===== config.mk =====
export PLATFORM = sky130hd
export DESIGN_NAME = trap_ctl
export DESIGN_NICKNAME = d
export VERILOG_FILES = /design/src/rtl/trap_ctl_pkg.sv /design/src/rtl/trap_ctl_ctrl.sv /design/src/rtl/trap_ctl_dp.sv /design/src/rtl/trap_ctl.sv
export SDC_FILE = /design/constraint.sdc
export NUM_CORES = 1
export LEC_CHECK = 0
export BUFFER_PORTS_ARGS = -buffer_cell sky130_fd_sc_hd__buf_2
export CAP_MARGIN = 15
export CORE_UTILIZATION = 45
export CTS_CLUSTER_DIAMETER = 50
export DETAILED_ROUTE_END_ITERATION = 12
export HOLD_SLACK_MARGIN = 0.05
export PLACE_DENSITY = 0.79
export SLEW_MARGIN = 0
export SYNTH_ARGS = -nofsm -noshare
export SYNTH_HDL_FRONTEND = slang
export SYNTH_SLANG_ARGS = --single-unit

===== constraint.sdc =====
create_clock -name clk -period 0.82 [get_ports clk]
set_input_delay 0.246 -clock clk [delete_from_list [all_inputs] [get_ports clk]]
set_output_delay 0.246 -clock clk [all_outputs]
set_load 0.02 [all_outputs]

===== src/rtl/trap_ctl_pkg.sv =====
package trap_ctl_pkg;
  // Strobes from the control decoder to the datapath; at most one is set.
  typedef struct packed {
    logic doTrap;
    logic doRet;
    logic doWr;
  } ctlStrobes_t;
endpackage


===== src/rtl/trap_ctl_ctrl.sv =====
module trap_ctl_ctrl
  import trap_ctl_pkg::*;
(
  input  logic        trapReq,
  input  logic        retReq,
  input  logic        statusWr,
  output ctlStrobes_t strobes
);
  // Fixed priority: trap, then return, then plain status write.
  always_comb begin
    strobes = '0;
    if (trapReq)       strobes.doTrap = 1'b1;
    else if (retReq)   strobes.doRet  = 1'b1;
    else if (statusWr) strobes.doWr   = 1'b1;
  end
endmodule


===== src/rtl/trap_ctl_dp.sv =====
module trap_ctl_dp
  import trap_ctl_pkg::*;
#(
  parameter int ADDR_W = 32,
  parameter int NUM_W = 4,
  parameter logic [ADDR_W-1:0] VEC_BASE = 32'h0000_0040
) (
  input  logic              clk,
  input  logic              rstN,
  input  ctlStrobes_t       strobes,
  input  logic [NUM_W-1:0]  trapNum,
  input  logic [ADDR_W-1:0] instrAddr,
  input  logic [2:0]        statusWrData,
  output logic [2:0]        liveFlags,
  output logic [2:0]        backFlags,
  output logic [ADDR_W-1:0] bkPc,
  output logic [ADDR_W-1:0] nextPc,
  output logic              nextPcValid
);
  localparam int PAD_W = ADDR_W - NUM_W - 2;
  localparam logic [ADDR_W-1:0] STEP = ADDR_W'(4);

  logic [ADDR_W-1:0] vecOffset;
  logic [ADDR_W-1:0] retAddr;

  assign vecOffset = {{PAD_W{1'b0}}, trapNum, 2'b00};
  assign retAddr   = {bkPc[ADDR_W-1:2], 2'b00};

  // Flag order inside the 3-bit vectors: [2] supervisor, [1] int enable, [0] carry.
  always_ff @(posedge clk or negedge rstN) begin
    if (!rstN) begin
      liveFlags   <= '0;
      backFlags   <= '0;
      bkPc        <= '0;
      nextPc      <= '0;
      nextPcValid <= 1'b0;
    end else begin
      nextPcValid <= 1'b0;
      if (strobes.doTrap) begin
        backFlags   <= liveFlags;
        liveFlags   <= {liveFlags[2], 2'b00};
        bkPc        <= instrAddr + STEP;
        nextPc      <= VEC_BASE + vecOffset;
        nextPcValid <= 1'b1;
      end else if (strobes.doRet) begin
        liveFlags   <= backFlags;
        nextPc      <= retAddr;
        nextPcValid <= 1'b1;
      end else if (strobes.doWr) begin
        liveFlags   <= statusWrData;
      end
    end
  end
endmodule


===== src/rtl/trap_ctl.sv =====
module trap_ctl
  import trap_ctl_pkg::*;
#(
  parameter int ADDR_W = 32,
  parameter int NUM_W = 4,
  parameter logic [ADDR_W-1:0] VEC_BASE = 32'h0000_0040
) (
  input  logic              clk,
  input  logic              rstN,
  input  logic              trapReq,
  input  logic [NUM_W-1:0]  trapNum,
  input  logic [ADDR_W-1:0] instrAddr,
  input  logic              retReq,
  input  logic              statusWr,
  input  logic [2:0]        statusWrData,
  output logic              supMode,
  output logic              intEn,
  output logic              carry,
  output logic              bkSup,
  output logic              bkIntEn,
  output logic              bkCarry,
  output logic [ADDR_W-1:0] bkPc,
  output logic [ADDR_W-1:0] nextPc,
  output logic              nextPcValid
);
  ctlStrobes_t strobes;
  logic [2:0]  liveFlags;
  logic [2:0]  backFlags;

  trap_ctl_ctrl ctrl_i (
    .trapReq (trapReq),
    .retReq  (retReq),
    .statusWr(statusWr),
    .strobes (strobes)
  );

  trap_ctl_dp #(.ADDR_W(ADDR_W), .NUM_W(NUM_W), .VEC_BASE(VEC_BASE)) dp_i (
    .clk         (clk),
    .rstN        (rstN),
    .strobes     (strobes),
    .trapNum     (trapNum),
    .instrAddr   (instrAddr),
    .statusWrData(statusWrData),
    .liveFlags   (liveFlags),
    .backFlags   (backFlags),
    .bkPc        (bkPc),
    .nextPc      (nextPc),
    .nextPcValid (nextPcValid)
  );

  assign {supMode, intEn, carry}   = liveFlags;
  assign {bkSup, bkIntEn, bkCarry} = backFlags;
endmodule


==> impl_metrics.env, run 1 <==
export IMPL_detailed_place_area_um2=4498
export IMPL_synth_top_family_by_area="simple AND/OR/NAND/NOR gates"
export IMPL_syn_area_um2=3322
export IMPL_p_leak_uw=0.002905
export IMPL_startpoint="instrAddr[8]"
export IMPL_setup_slack_ps=-472.1
export IMPL_numPortBuffers=112
export IMPL_postSynthRegisterBits=69
export IMPL_worst_ep_required_time_ps=1050
export IMPL_worstReg2RegEnd="dp_i.liveFlags[0]"
export IMPL_final_min_period_over_clock_period_pct=157.6
export IMPL_async_set_or_reset_flop_fraction_in_the_synthesized_netlist_pct=100.0
export IMPL_final_nets=603
export IMPL_remaining_drc_errors=0
export IMPL_synth_area_top_cells="sky130_fd_sc_hd__dfrtp_1 (52%), sky130_fd_sc_hd__mux2i_1 (9.6%), sky130_fd_sc_hd__nor2_1 (6.6%)"
export IMPL_tns_ps=-33900
export IMPL_cap_violations=0
export IMPL_syn_mean_instance_area_um2=10.38
export IMPL_routed_wirelength_mm=13.65
export IMPL_synth_mux_area_share_pct=11.68
export IMPL_layout_cells_most_common_list="sky130_fd_sc_hd__buf_6 (128), sky130_fd_sc_hd__buf_4 (79), sky130_fd_sc_hd__dfrtp_1 (60)"
export IMPL_max_freq_mhz=773.9
export IMPL_final_hold_viol_count=0
export IMPL_dominantRegCellSynth="sky130_fd_sc_hd__dfrtp_1"
export IMPL_layout_cells_most_common="sky130_fd_sc_hd__buf_6"
export IMPL_drtIter0Drc=292
export IMPL_tritoncts="built"
export IMPL_final_max_slew_violation_count=0
export IMPL_drive_above_1_share_pct=59.50
export IMPL_cts_inserted_buffers=9
export IMPL_globalRouteTotalUtil_pct=32.75
export IMPL_grt_pass1_vias=3663
export IMPL_period_minus_slack_ps=1292
export IMPL_layout_cell_area_non_filler_um2=6280
export IMPL_cell_internal_pwr_uw=7157
export IMPL_synth_xor_area_share_pct=3.164
export IMPL_overflow=0
export IMPL_timing_critical_path_fanout_max=4
export IMPL_synth_compound_gate_area_share_pct=9.454
export IMPL_hold_path_class="in -> reg"
export IMPL_worst_setup_path_end_kind="flop"
export IMPL_setup_worst_path_class="in -> reg"
export IMPL_grt_max_degree=44
export IMPL_die_area_um2=7730
export IMPL_yosys_area_share_adder_pct=0.3766
export IMPL_setup_worst_path_end="dp_i.bkPc[28]"
export IMPL_rsz_0062_raised_after_global_routing="true"
export IMPL_start_util_pct=47.84
export IMPL_clk_latency_ps=360
export IMPL_fp_row_count=30
export IMPL_antenna_cells=0
export IMPL_post_synth_and_or_nand_nor_area_fraction_pct=19.25
export IMPL_cts_reportedPaths_clkPinSlew_ps=80
export IMPL_total_power_uw=10320
export IMPL_drt_wirelength_per_cell_um=20.72
export IMPL_netlist_cell_type_count=36
export IMPL_sequentialPowerShare_pct=38.8
export IMPL_post_drt_via_cell_ratio=5.727
export IMPL_routed_via_count=3774
export IMPL_portion_of_the_post_synthesis_area_used_by_sequential_elements_pct=51.98
export IMPL_status="complete, but fails checks"
export IMPL_critPathArrivalTime_ps=1530
export IMPL_cts_root_buffer_cell="sky130_fd_sc_hd__clkbuf_8"
export IMPL_combPwrFrac_pct=29.5
export IMPL_crit_path_start_kind="input port"
export IMPL_synth_top_cell_area_share_pct=51.98
export IMPL_floorplan_die_width_um=87.92
export IMPL_initial_antenna_violation_count=0
export IMPL_cellPowerDensity_nw_per_um2=1644
export IMPL_drt_first_pass_iters=5
export IMPL_violations_in_the_final_reports="setup timing"
export IMPL_htreeDepth=3
export IMPL_dpl_cell_count=568
export IMPL_route_antenna_remaining_nets=0
export IMPL_design_core_area_um2=6944
export IMPL_die_height_um=87.92
export IMPL_cts_path_max_buffers=2
export IMPL_top_cell_type_by_total_area_after_synthesis="sky130_fd_sc_hd__dfrtp_1"
export IMPL_setup_violations=132
export IMPL_ios=115
export IMPL_regToRegStartpoint="dp_i.liveFlags[0]"
export IMPL_timing_clock_skew_ps=13.83
export IMPL_clk_pwr_share_pct=31.8
export IMPL_number_of_synthesized_flops_with_an_enable_pin=0
export IMPL_irDropWorstVdd_mv=1.785
export IMPL_finalWeightedCongestion=0.8922
export IMPL_p_r_area_growth_vs_syn_pct=89.04
export IMPL_dp_final_hpwl_mm=6.359
export IMPL_r2r_setup_slack_ps=-250
export IMPL_numClockSinks=69
export IMPL_p_sw_uw=3166
export IMPL_post_layout_nonfiller_instances=659
export IMPL_post_synth_inst_count=320
export IMPL_grt_pass1_wl_mm=18.55
export IMPL_power_share_switching_pct=30.67
export IMPL_yosysWarnings=0
export IMPL_final_util_pct=90.43
export IMPL_rr_worst_depth=5
[synthesized netlist by cell type, types with 5 or more instances]
| master | count |
|---|---|
| sky130_fd_sc_hd__o31ai_1 | 8 |
| sky130_fd_sc_hd__nand4_1 | 8 |
| sky130_fd_sc_hd__mux2_2 | 6 |
| sky130_fd_sc_hd__or4_1 | 8 |
| sky130_fd_sc_hd__mux2i_1 | 32 |
| sky130_fd_sc_hd__o21ai_0 | 14 |
| sky130_fd_sc_hd__clkbuf_1 | 10 |
| sky130_fd_sc_hd__dfrtp_1 | 69 |
| sky130_fd_sc_hd__xor2_1 | 10 |
| sky130_fd_sc_hd__nor2_1 | 58 |
| sky130_fd_sc_hd__nand3_1 | 13 |
| sky130_fd_sc_hd__a31oi_1 | 16 |
| sky130_fd_sc_hd__and3_1 | 5 |
| sky130_fd_sc_hd__a21oi_1 | 15 |
| sky130_fd_sc_hd__nand2_1 | 9 |
| sky130_fd_sc_hd__buf_2 | 5 |
[flip-flops by register name, summed over array words and instances (netlist names)]
register,count
dp_i.bkPc,32
dp_i.nextPc,30
dp_i.backFlags,3
dp_i.liveFlags,3
dp_i.nextPcValid,1
[critical path: stages]
cell	delay [ps]
sky130_fd_sc_hd__buf_6	80
sky130_fd_sc_hd__and4_4	270
sky130_fd_sc_hd__buf_6	150
sky130_fd_sc_hd__nand3_1	160
sky130_fd_sc_hd__buf_4	180
sky130_fd_sc_hd__o31ai_1	280
sky130_fd_sc_hd__a31oi_1	140
[metrics by stage]
stage          worst slack [ps]  hold WS (ps)
2_1_floorplan            -604.0        -49.59
5_1_grt                  -468.5         120.3
3_3_place_gp             -829.3         215.9
4_1_cts                  -381.1         106.8
6_report                 -472.1         104.0
3_5_place_dp             -895.2         216.7
[how the worst min path moves through the flow]
stage | cells after the start | slack [ps] | start | end
after floorplan | 0 | -50 | rstN | dp_i.backFlags[0]
after global placement | 2 | 220 | rstN | dp_i.backFlags[2]
after detailed placement | 2 | 220 | rstN | dp_i.backFlags[2]
after CTS | 3 | 110 | trapNum[1] | dp_i.nextPc[3]
after global routing | 3 | 120 | trapNum[3] | dp_i.nextPc[5]
final | 3 | 100 | trapNum[1] | dp_i.nextPc[3]
[area by class of cell]
cell class              count  area (um2)
repair buffers            246        2330
multi-input cells         231        1857
flip-flops and latches     69        1738
fillers                   263       664.4
clock buffers              10       137.6
well taps                  96       120.1
clock inverters             6       93.84
inverters                   1       3.754
[logic make-up after synthesis]
logic type               Yosys count
buffers and inverters             24
other                              1
flip-flops                        69
AND/OR/NAND/NOR                  121
XOR/XNOR                          12
multiplexers                      38
adder cells (fa/ha/maj)            1
AO/OA/AOI/OAI                     54
[timing repair]
| action | 4_1_cts | 5_1_grt |
|---|---|---|
| hold buffers | 1 | 0 |
| resized for setup | 198 | 64 |
| cloned | 3 | 0 |
| endpoints found under the hold margin | 69 | 0 |
| buffers inserted | 58 | 23 |
| pin swaps | 39 | 39 |
| endpoints found under the setup margin | 98 | 134 |
[metal layers]
layer,wire [um],share of wire (%),track usage [%]
met4,709,5.2,17.88
met3,875,6.4,6.786
met1,5061,37,36.49
met5,0,0,0
met2,7008,51,58.42
[power groups by stage]
stage | Combinational (uW) | Sequential, uW | Clock, uW
detailed placement | 1810 | 3980 | 0
global placement | 1760 | 3970 | 0
CTS | 2660 | 3960 | 3230
global route | 3190 | 4020 | 3410
floorplan | 624 | 4340 | 0
finish | 3040 | 4000 | 3280
Note: power is estimated with default switching activity, not from simulation.
==> run 2: changes to the inputs <==
- CORE_MARGIN: not set -> 3
- GPL_ROUTABILITY_DRIVEN: not set -> 0
==> run 2 against run 1 <==
  * The flow still finishes with violations (setup timing)
  * First-iteration DRC count shrank 8.9%
  * Non-clock buffer count shrank 7
  * Utilization shrank 4.7 points
  * Clock-buffer cell count grew 3
  * Combinational power shrank 3%
  * Routed wire length shrank 7.9%
  * Register-to-register slack lost 40 ps
  * Largest power group unchanged
==> impl_metrics.env, run 2 (synthesized netlist as in run 1, its figures left out) <==
export IMPL_status="complete, but fails checks"
export IMPL_violations_in_the_final_reports="setup timing"
export IMPL_multiInputGateArea_um2=1705
export IMPL_setup_slack_ps=-509.0
export IMPL_detailed_place_area_um2=4506
export IMPL_fillCellCount=340
export IMPL_biggest_registers_after_layout="dp_i.bkPc (32), dp_i.nextPc (30)"
export IMPL_remaining_drc_errors=0
export IMPL_htreeDepth=3
export IMPL_hold_startpoint="trapNum[2]"
export IMPL_final_util_pct=85.75
export IMPL_holdPathEnd="dp_i.nextPc[4]"
export IMPL_worst_hold_path_num_cells=3
export IMPL_setup_worst_path_class="in -> reg"
export IMPL_registers_top_by_ff_count="dp_i.bkPc"
export IMPL_layout_cells_most_common="sky130_fd_sc_hd__buf_6"
export IMPL_timing_critical_path_fanout_max=4
export IMPL_p_r_area_growth_vs_syn_pct=80.23
export IMPL_cap_violations=0
export IMPL_final_hold_viol_count=0
export IMPL_rsz_0062_raised_after_global_routing="true"
export IMPL_timing_clock_skew_ps=9.089
export IMPL_floorplan_die_width_um=91.92
export IMPL_globalRouteTotalUtil_pct=27.33
export IMPL_final_max_slew_violation_count=0
export IMPL_irDropWorstVdd_mv=0.8959
export IMPL_grt_pass1_vias=3597
export IMPL_grt_max_degree=45
export IMPL_fp_row_count=30
export IMPL_critPathArrivalTime_ps=1590
export IMPL_max_freq_mhz=752.4
export IMPL_tritoncts="built"
export IMPL_rr_worst_depth=5
export IMPL_worst_ep_required_time_ps=1080
export IMPL_total_power_uw=9292
export IMPL_ios=115
export IMPL_cellPowerDensity_nw_per_um2=1552
export IMPL_sequential_cell_area_um2=1738
export IMPL_overflow=0
export IMPL_cts_reportedPaths_clkPinSlew_ps=70
export IMPL_design_core_area_um2=6982
export IMPL_final_nets=594
export IMPL_dp_final_hpwl_mm=6.657
export IMPL_regToRegStartpoint="dp_i.liveFlags[0]"
export IMPL_period_minus_slack_ps=1329
export IMPL_crit_path_start_kind="input port"
export IMPL_whs_ps=126.9
export IMPL_cts_path_max_buffers=2
export IMPL_setup_violations=132
export IMPL_antenna_cells=0
export IMPL_post_drt_via_cell_ratio=5.509
export IMPL_route_antenna_remaining_nets=0
export IMPL_final_min_period_over_clock_period_pct=162.1
export IMPL_clk_latency_ps=340
export IMPL_post_layout_nonfiller_instances=650
export IMPL_layout_cells_most_common_list="sky130_fd_sc_hd__buf_6 (123), sky130_fd_sc_hd__buf_4 (76), sky130_fd_sc_hd__dfrtp_1 (60)"
export IMPL_dpl_cell_count=569
export IMPL_routed_via_count=3581
export IMPL_p_leak_uw=0.002803
export IMPL_worst_setup_path_end_kind="flop"
export IMPL_r2r_setup_slack_ps=-290
export IMPL_hold_path_class="in -> reg"
export IMPL_number_of_flip_flops_under_the_largest_register_name=32
export IMPL_cts_inserted_buffers=9
export IMPL_routed_wirelength_mm=12.58
export IMPL_drtIter0Drc=266
export IMPL_drt_wirelength_per_cell_um=19.36
export IMPL_die_height_um=91.92
export IMPL_grt_pass1_wl_mm=18.13
export IMPL_worstReg2RegEnd="dp_i.liveFlags[0]"
export IMPL_cts_root_buffer_cell="sky130_fd_sc_hd__clkbuf_8"
export IMPL_numClockSinks=69
export IMPL_drt_first_pass_iters=5
export IMPL_layout_cell_area_non_filler_um2=5987
export IMPL_drive_above_1_share_pct=55.96
export IMPL_initial_antenna_violation_count=0
export IMPL_die_area_um2=8449
export IMPL_numPortBuffers=112
export IMPL_start_util_pct=47.58
## run 2: changes by cell type in the layout (fill, tap and decap cells not counted), moves of 4 or more
cell	before	now
sky130_fd_sc_hd__a31oi_4	4	0
sky130_fd_sc_hd__buf_6	128	123
sky130_fd_sc_hd__o31ai_1	4	8
sky130_fd_sc_hd__xor2_1	6	10
sky130_fd_sc_hd__xor2_2	4	0
sky130_fd_sc_hd__clkbuf_1	0	4
sky130_fd_sc_hd__a31oi_1	11	15
## run 2: area by class of cell
type | count | share of cell area [%]
Timing Repair Buffer | 239 | 37.85
Sequential cell | 69 | 29.03
Multi-Input combinational cell | 229 | 28.48
Clock buffer | 13 | 2.320
Tap cell | 96 | 2.006
Clock inverter | 3 | 0.2508
Inverter | 1 | 0.06270
## run 2: stage by stage
step / setup TNS, ps / setup WS (ps)
floorplan: -10760 / -604.0
global placement: -22990 / -790.8
detailed placement: -24450 / -856.1
CTS: -28570 / -380.5
global route: -36430 / -577.8
finish: -32360 / -509.0
## run 2: metal layers
| metal | GRT usage [%] | vias up | share of wire [%] |
|---|---|---|---|
| li1 | - | 1607 | - |
| met1 | 30.71 | 1780 | 38 |
| met2 | 50.61 | 167 | 54 |
| met3 | 5.086 | 27 | 5.7 |
| met4 | 11.01 | 0 | 2.4 |
| met5 | 0 | - | 0 |
## run 2: worst max-delay path by stage
| stage | from | to | slack [ps] | cells past startpoint |
|---|---|---|---|---|
| floorplan | instrAddr[2] | dp_i.bkPc[18] | -600 | 6 |
| global placement | instrAddr[10] | dp_i.bkPc[31] | -790 | 6 |
| detailed placement | instrAddr[10] | dp_i.bkPc[21] | -860 | 6 |
| CTS | instrAddr[6] | dp_i.bkPc[18] | -380 | 6 |
| global route | instrAddr[10] | dp_i.bkPc[31] | -580 | 6 |
| finish | instrAddr[10] | dp_i.bkPc[31] | -510 | 6 |
## run 2: report_power, final
part | internal (uW) | switching (uW) | total [uW] | leakage (uW)
sequential | 3720 | 288 | 4000 | 0.000824
clock | 1090 | 1260 | 2350 | 0.0000812
combinational | 1580 | 1360 | 2940 | 0.00190
## run 2: timing repair
item	4_1_cts	5_1_grt
gates resized for setup	179	65
hold endpoints to repair	69	0
hold buffers	1	0
pin swaps	27	31
gates cloned	1	0
buffers inserted	46	32
endpoints found under the setup margin	98	133
## run 2: worst max-delay path: stages
cell and delay (ps):
sky130_fd_sc_hd__buf_2 90, sky130_fd_sc_hd__and4_4 270, sky130_fd_sc_hd__buf_6 120, sky130_fd_sc_hd__nand4_1 160, sky130_fd_sc_hd__or4_1 540, sky130_fd_sc_hd__a31oi_1 160
==> run 3: changes to the inputs <==
- MAX_ROUTING_LAYER: not set -> met4
- SKIP_CTS_REPAIR_TIMING: not set -> 1
==> run 3 against run 2 <==
  * The flow still finishes with violations (setup timing)
  * Power decreased by 3.4%
  * Die area unchanged
  * Clock skew decreased by 2.4 ps
  * Sequential cell count unchanged
  * Register-to-register slack improved by 20 ps
  * Global-route usage decreased by 5.1 points
  * Non-clock buffer count decreased by 14
  * Via count decreased by 5.1%
  * Clock power decreased by 2%
  * Maximum frequency increased by 6.4%
  * Critical path type unchanged
  * Largest power group unchanged
==> impl_metrics.env, run 3 (synthesized netlist as in run 1, its figures left out) <==
export IMPL_status="complete, but fails checks"
export IMPL_violations_in_the_final_reports="setup timing"
export IMPL_biggest_registers_after_layout="dp_i.bkPc (32), dp_i.nextPc (30)"
export IMPL_route_antenna_remaining_nets=0
export IMPL_hold_path_class="in -> reg"
export IMPL_worst_ep_required_time_ps=1080
export IMPL_cell_internal_pwr_uw=6225
export IMPL_critPathArrivalTime_ps=1510
export IMPL_drt_first_pass_iters=4
export IMPL_clk_pwr_share_pct=25.7
export IMPL_fillCellCount=392
export IMPL_tns_ps=-30020
export IMPL_grt_max_degree=45
export IMPL_multiInputGateArea_um2=1643
export IMPL_cts_reportedPaths_clkPinSlew_ps=70
export IMPL_start_util_pct=47.58
export IMPL_grt_pass1_vias=3015
export IMPL_cap_violations=0
export IMPL_clk_latency_ps=330
export IMPL_timing_critical_path_slowest_stage_cell="sky130_fd_sc_hd__or4_1"
export IMPL_rsz_0062_raised_after_global_routing="true"
export IMPL_post_layout_nonfiller_instances=635
export IMPL_p_r_area_growth_vs_syn_pct=72.81
export IMPL_final_util_pct=82.22
export IMPL_irDropWorstVdd_mv=0.8629
export IMPL_max_freq_mhz=800.2
export IMPL_dp_final_hpwl_mm=6.657
export IMPL_drtIter0Drc=180
export IMPL_period_minus_slack_ps=1250
export IMPL_setup_worst_path_class="in -> reg"
export IMPL_stage_delay_of_the_slowest_cell_on_the_critical_path_ps=550
export IMPL_final_min_period_over_clock_period_pct=152.4
export IMPL_crit_path_most_repeated_cell="sky130_fd_sc_hd__buf_6"
export IMPL_remaining_drc_errors=0
export IMPL_grt_pass1_wl_mm=14.57
export IMPL_registers_top_by_ff_count="dp_i.bkPc"
export IMPL_cts_inserted_buffers=9
export IMPL_final_max_slew_violation_count=0
export IMPL_setup_violations=119
export IMPL_die_area_um2=8449
export IMPL_final_hold_viol_count=0
export IMPL_timing_clock_skew_ps=6.711
export IMPL_routed_wirelength_mm=11.39
export IMPL_tritoncts="built"
export IMPL_ios=115
export IMPL_dpl_cell_count=569
export IMPL_cts_root_buffer_cell="sky130_fd_sc_hd__clkbuf_8"
export IMPL_globalRouteTotalUtil_pct=22.24
export IMPL_sequential_cell_area_um2=1738
export IMPL_layout_cells_most_common="sky130_fd_sc_hd__buf_6"
export IMPL_drt_wirelength_per_cell_um=17.94
export IMPL_crit_path_start_kind="input port"
export IMPL_setup_slack_ps=-429.7
export IMPL_sequentialPowerShare_pct=44.7
export IMPL_htreeDepth=3
export IMPL_final_nets=579
export IMPL_power_share_switching_pct=30.67
export IMPL_p_sw_uw=2754
export IMPL_initial_antenna_violation_count=0
export IMPL_crit_path_cell_trace="buf_6 > and4_4 > buf_6 > nand4_1 > or4_1 > a31oi_1"
export IMPL_overflow=0
export IMPL_numClockSinks=69
export IMPL_worst_setup_path_end_kind="flop"
export IMPL_drive_above_1_share_pct=53.99
export IMPL_number_of_flip_flops_under_the_largest_register_name=32
export IMPL_floorplan_die_width_um=91.92
export IMPL_cts_path_max_buffers=2
export IMPL_combPwrFrac_pct=29.5
export IMPL_post_drt_via_cell_ratio=5.354
export IMPL_timing_critical_path_fanout_max=4
export IMPL_whs_ps=131.5
export IMPL_numPortBuffers=112
export IMPL_routed_via_count=3400
export IMPL_antenna_cells=0
export IMPL_design_core_area_um2=6982
export IMPL_layout_cells_most_common_list="sky130_fd_sc_hd__buf_6 (100), sky130_fd_sc_hd__buf_4 (92), sky130_fd_sc_hd__dfrtp_1 (60)"
export IMPL_die_height_um=91.92
export IMPL_r2r_setup_slack_ps=-270
export IMPL_cellPowerDensity_nw_per_um2=1564
export IMPL_p_leak_uw=0.002703
export IMPL_fp_row_count=30
==> run 3: changes by cell type in the layout (fill, tap and decap cells not counted), moves of 2 or more <==
cell,delta
sky130_fd_sc_hd__mux2_2,+3
sky130_fd_sc_hd__mux2i_2,-2
sky130_fd_sc_hd__nand3_4,-2
sky130_fd_sc_hd__nor2_1,+2
sky130_fd_sc_hd__buf_2,-6
sky130_fd_sc_hd__a21oi_1,+2
sky130_fd_sc_hd__nor2_2,-2
sky130_fd_sc_hd__mux2_4,-3
sky130_fd_sc_hd__buf_6,-23
sky130_fd_sc_hd__nand3_2,+2
sky130_fd_sc_hd__mux2i_1,+2
sky130_fd_sc_hd__buf_4,+16
sky130_fd_sc_hd__a21oi_2,-2
==> run 3: layer usage <==
| metal | part of all wire, % | vias to the layer above | track usage (%) | wire [um] |
|---|---|---|---|---|
| li1 | - | 1570 | - | - |
| met2 | 54 | 126 | 36.50 | 6187 |
| met5 | 0 | - | - | 0 |
| met4 | 2.7 | 0 | 8.168 | 305 |
| met3 | 4.7 | 29 | 4.348 | 541 |
| met1 | 38 | 1675 | 27.45 | 4356 |
==> run 3: final cells by class <==
cell class / instances / area share, %
inverter: 1 / 0.06539
timing repair buffer: 225 / 36.27
tap: 96 / 2.092
clock inverter: 3 / 0.2616
sequential: 69 / 30.27
multi-input combinational: 228 / 28.62
clock buffer: 13 / 2.419
==> run 3: worst max-delay path: cells and delay by family <==
| kind | cells | cell delay, ps |
|---|---|---|
| AO/OA/AOI/OAI | 1 | 130 |
| AND/OR/NAND/NOR | 3 | 950 |
| buffers and inverters | 2 | 170 |
==> run 3: final timing paths <==
check / cells after the start / from / to
worst max-delay path: 6 / instrAddr[10] / dp_i.bkPc[31]
worst min-delay path: 3 / trapNum[2] / dp_i.nextPc[4]
worst max register to register: 5 / dp_i.liveFlags[0] / dp_i.liveFlags[0]
worst min register to register: 1 / dp_i.bkPc[0] / dp_i.bkPc[0]
max in group asynchronous: 3 / rstN / dp_i.liveFlags[1]
min in group asynchronous: 3 / rstN / dp_i.nextPc[24]
==> run 3: metrics by stage <==
| step | worst slack (ps) | area [um2] | power [uW] |
|---|---|---|---|
| 4_1_cts | -487.4 | 4659 | 8088 |
| 6_report | -429.7 | 5741 | 8978 |
| 2_1_floorplan | -604.0 | 3535 | 4967 |
| 3_3_place_gp | -790.8 | 4506 | 5739 |
| 5_1_grt | -435.8 | 5741 | 9415 |
| 3_5_place_dp | -856.1 | 4506 | 5801 |
==> run 3: power groups by stage <==
stage	Clock [uW]	Sequential, uW	Combinational [uW]
after floorplan	0	4340	624
after global placement	0	3970	1770
after detailed placement	0	3990	1810
after CTS	2340	3930	1820
after global routing	2560	4040	2820
final	2310	4020	2650
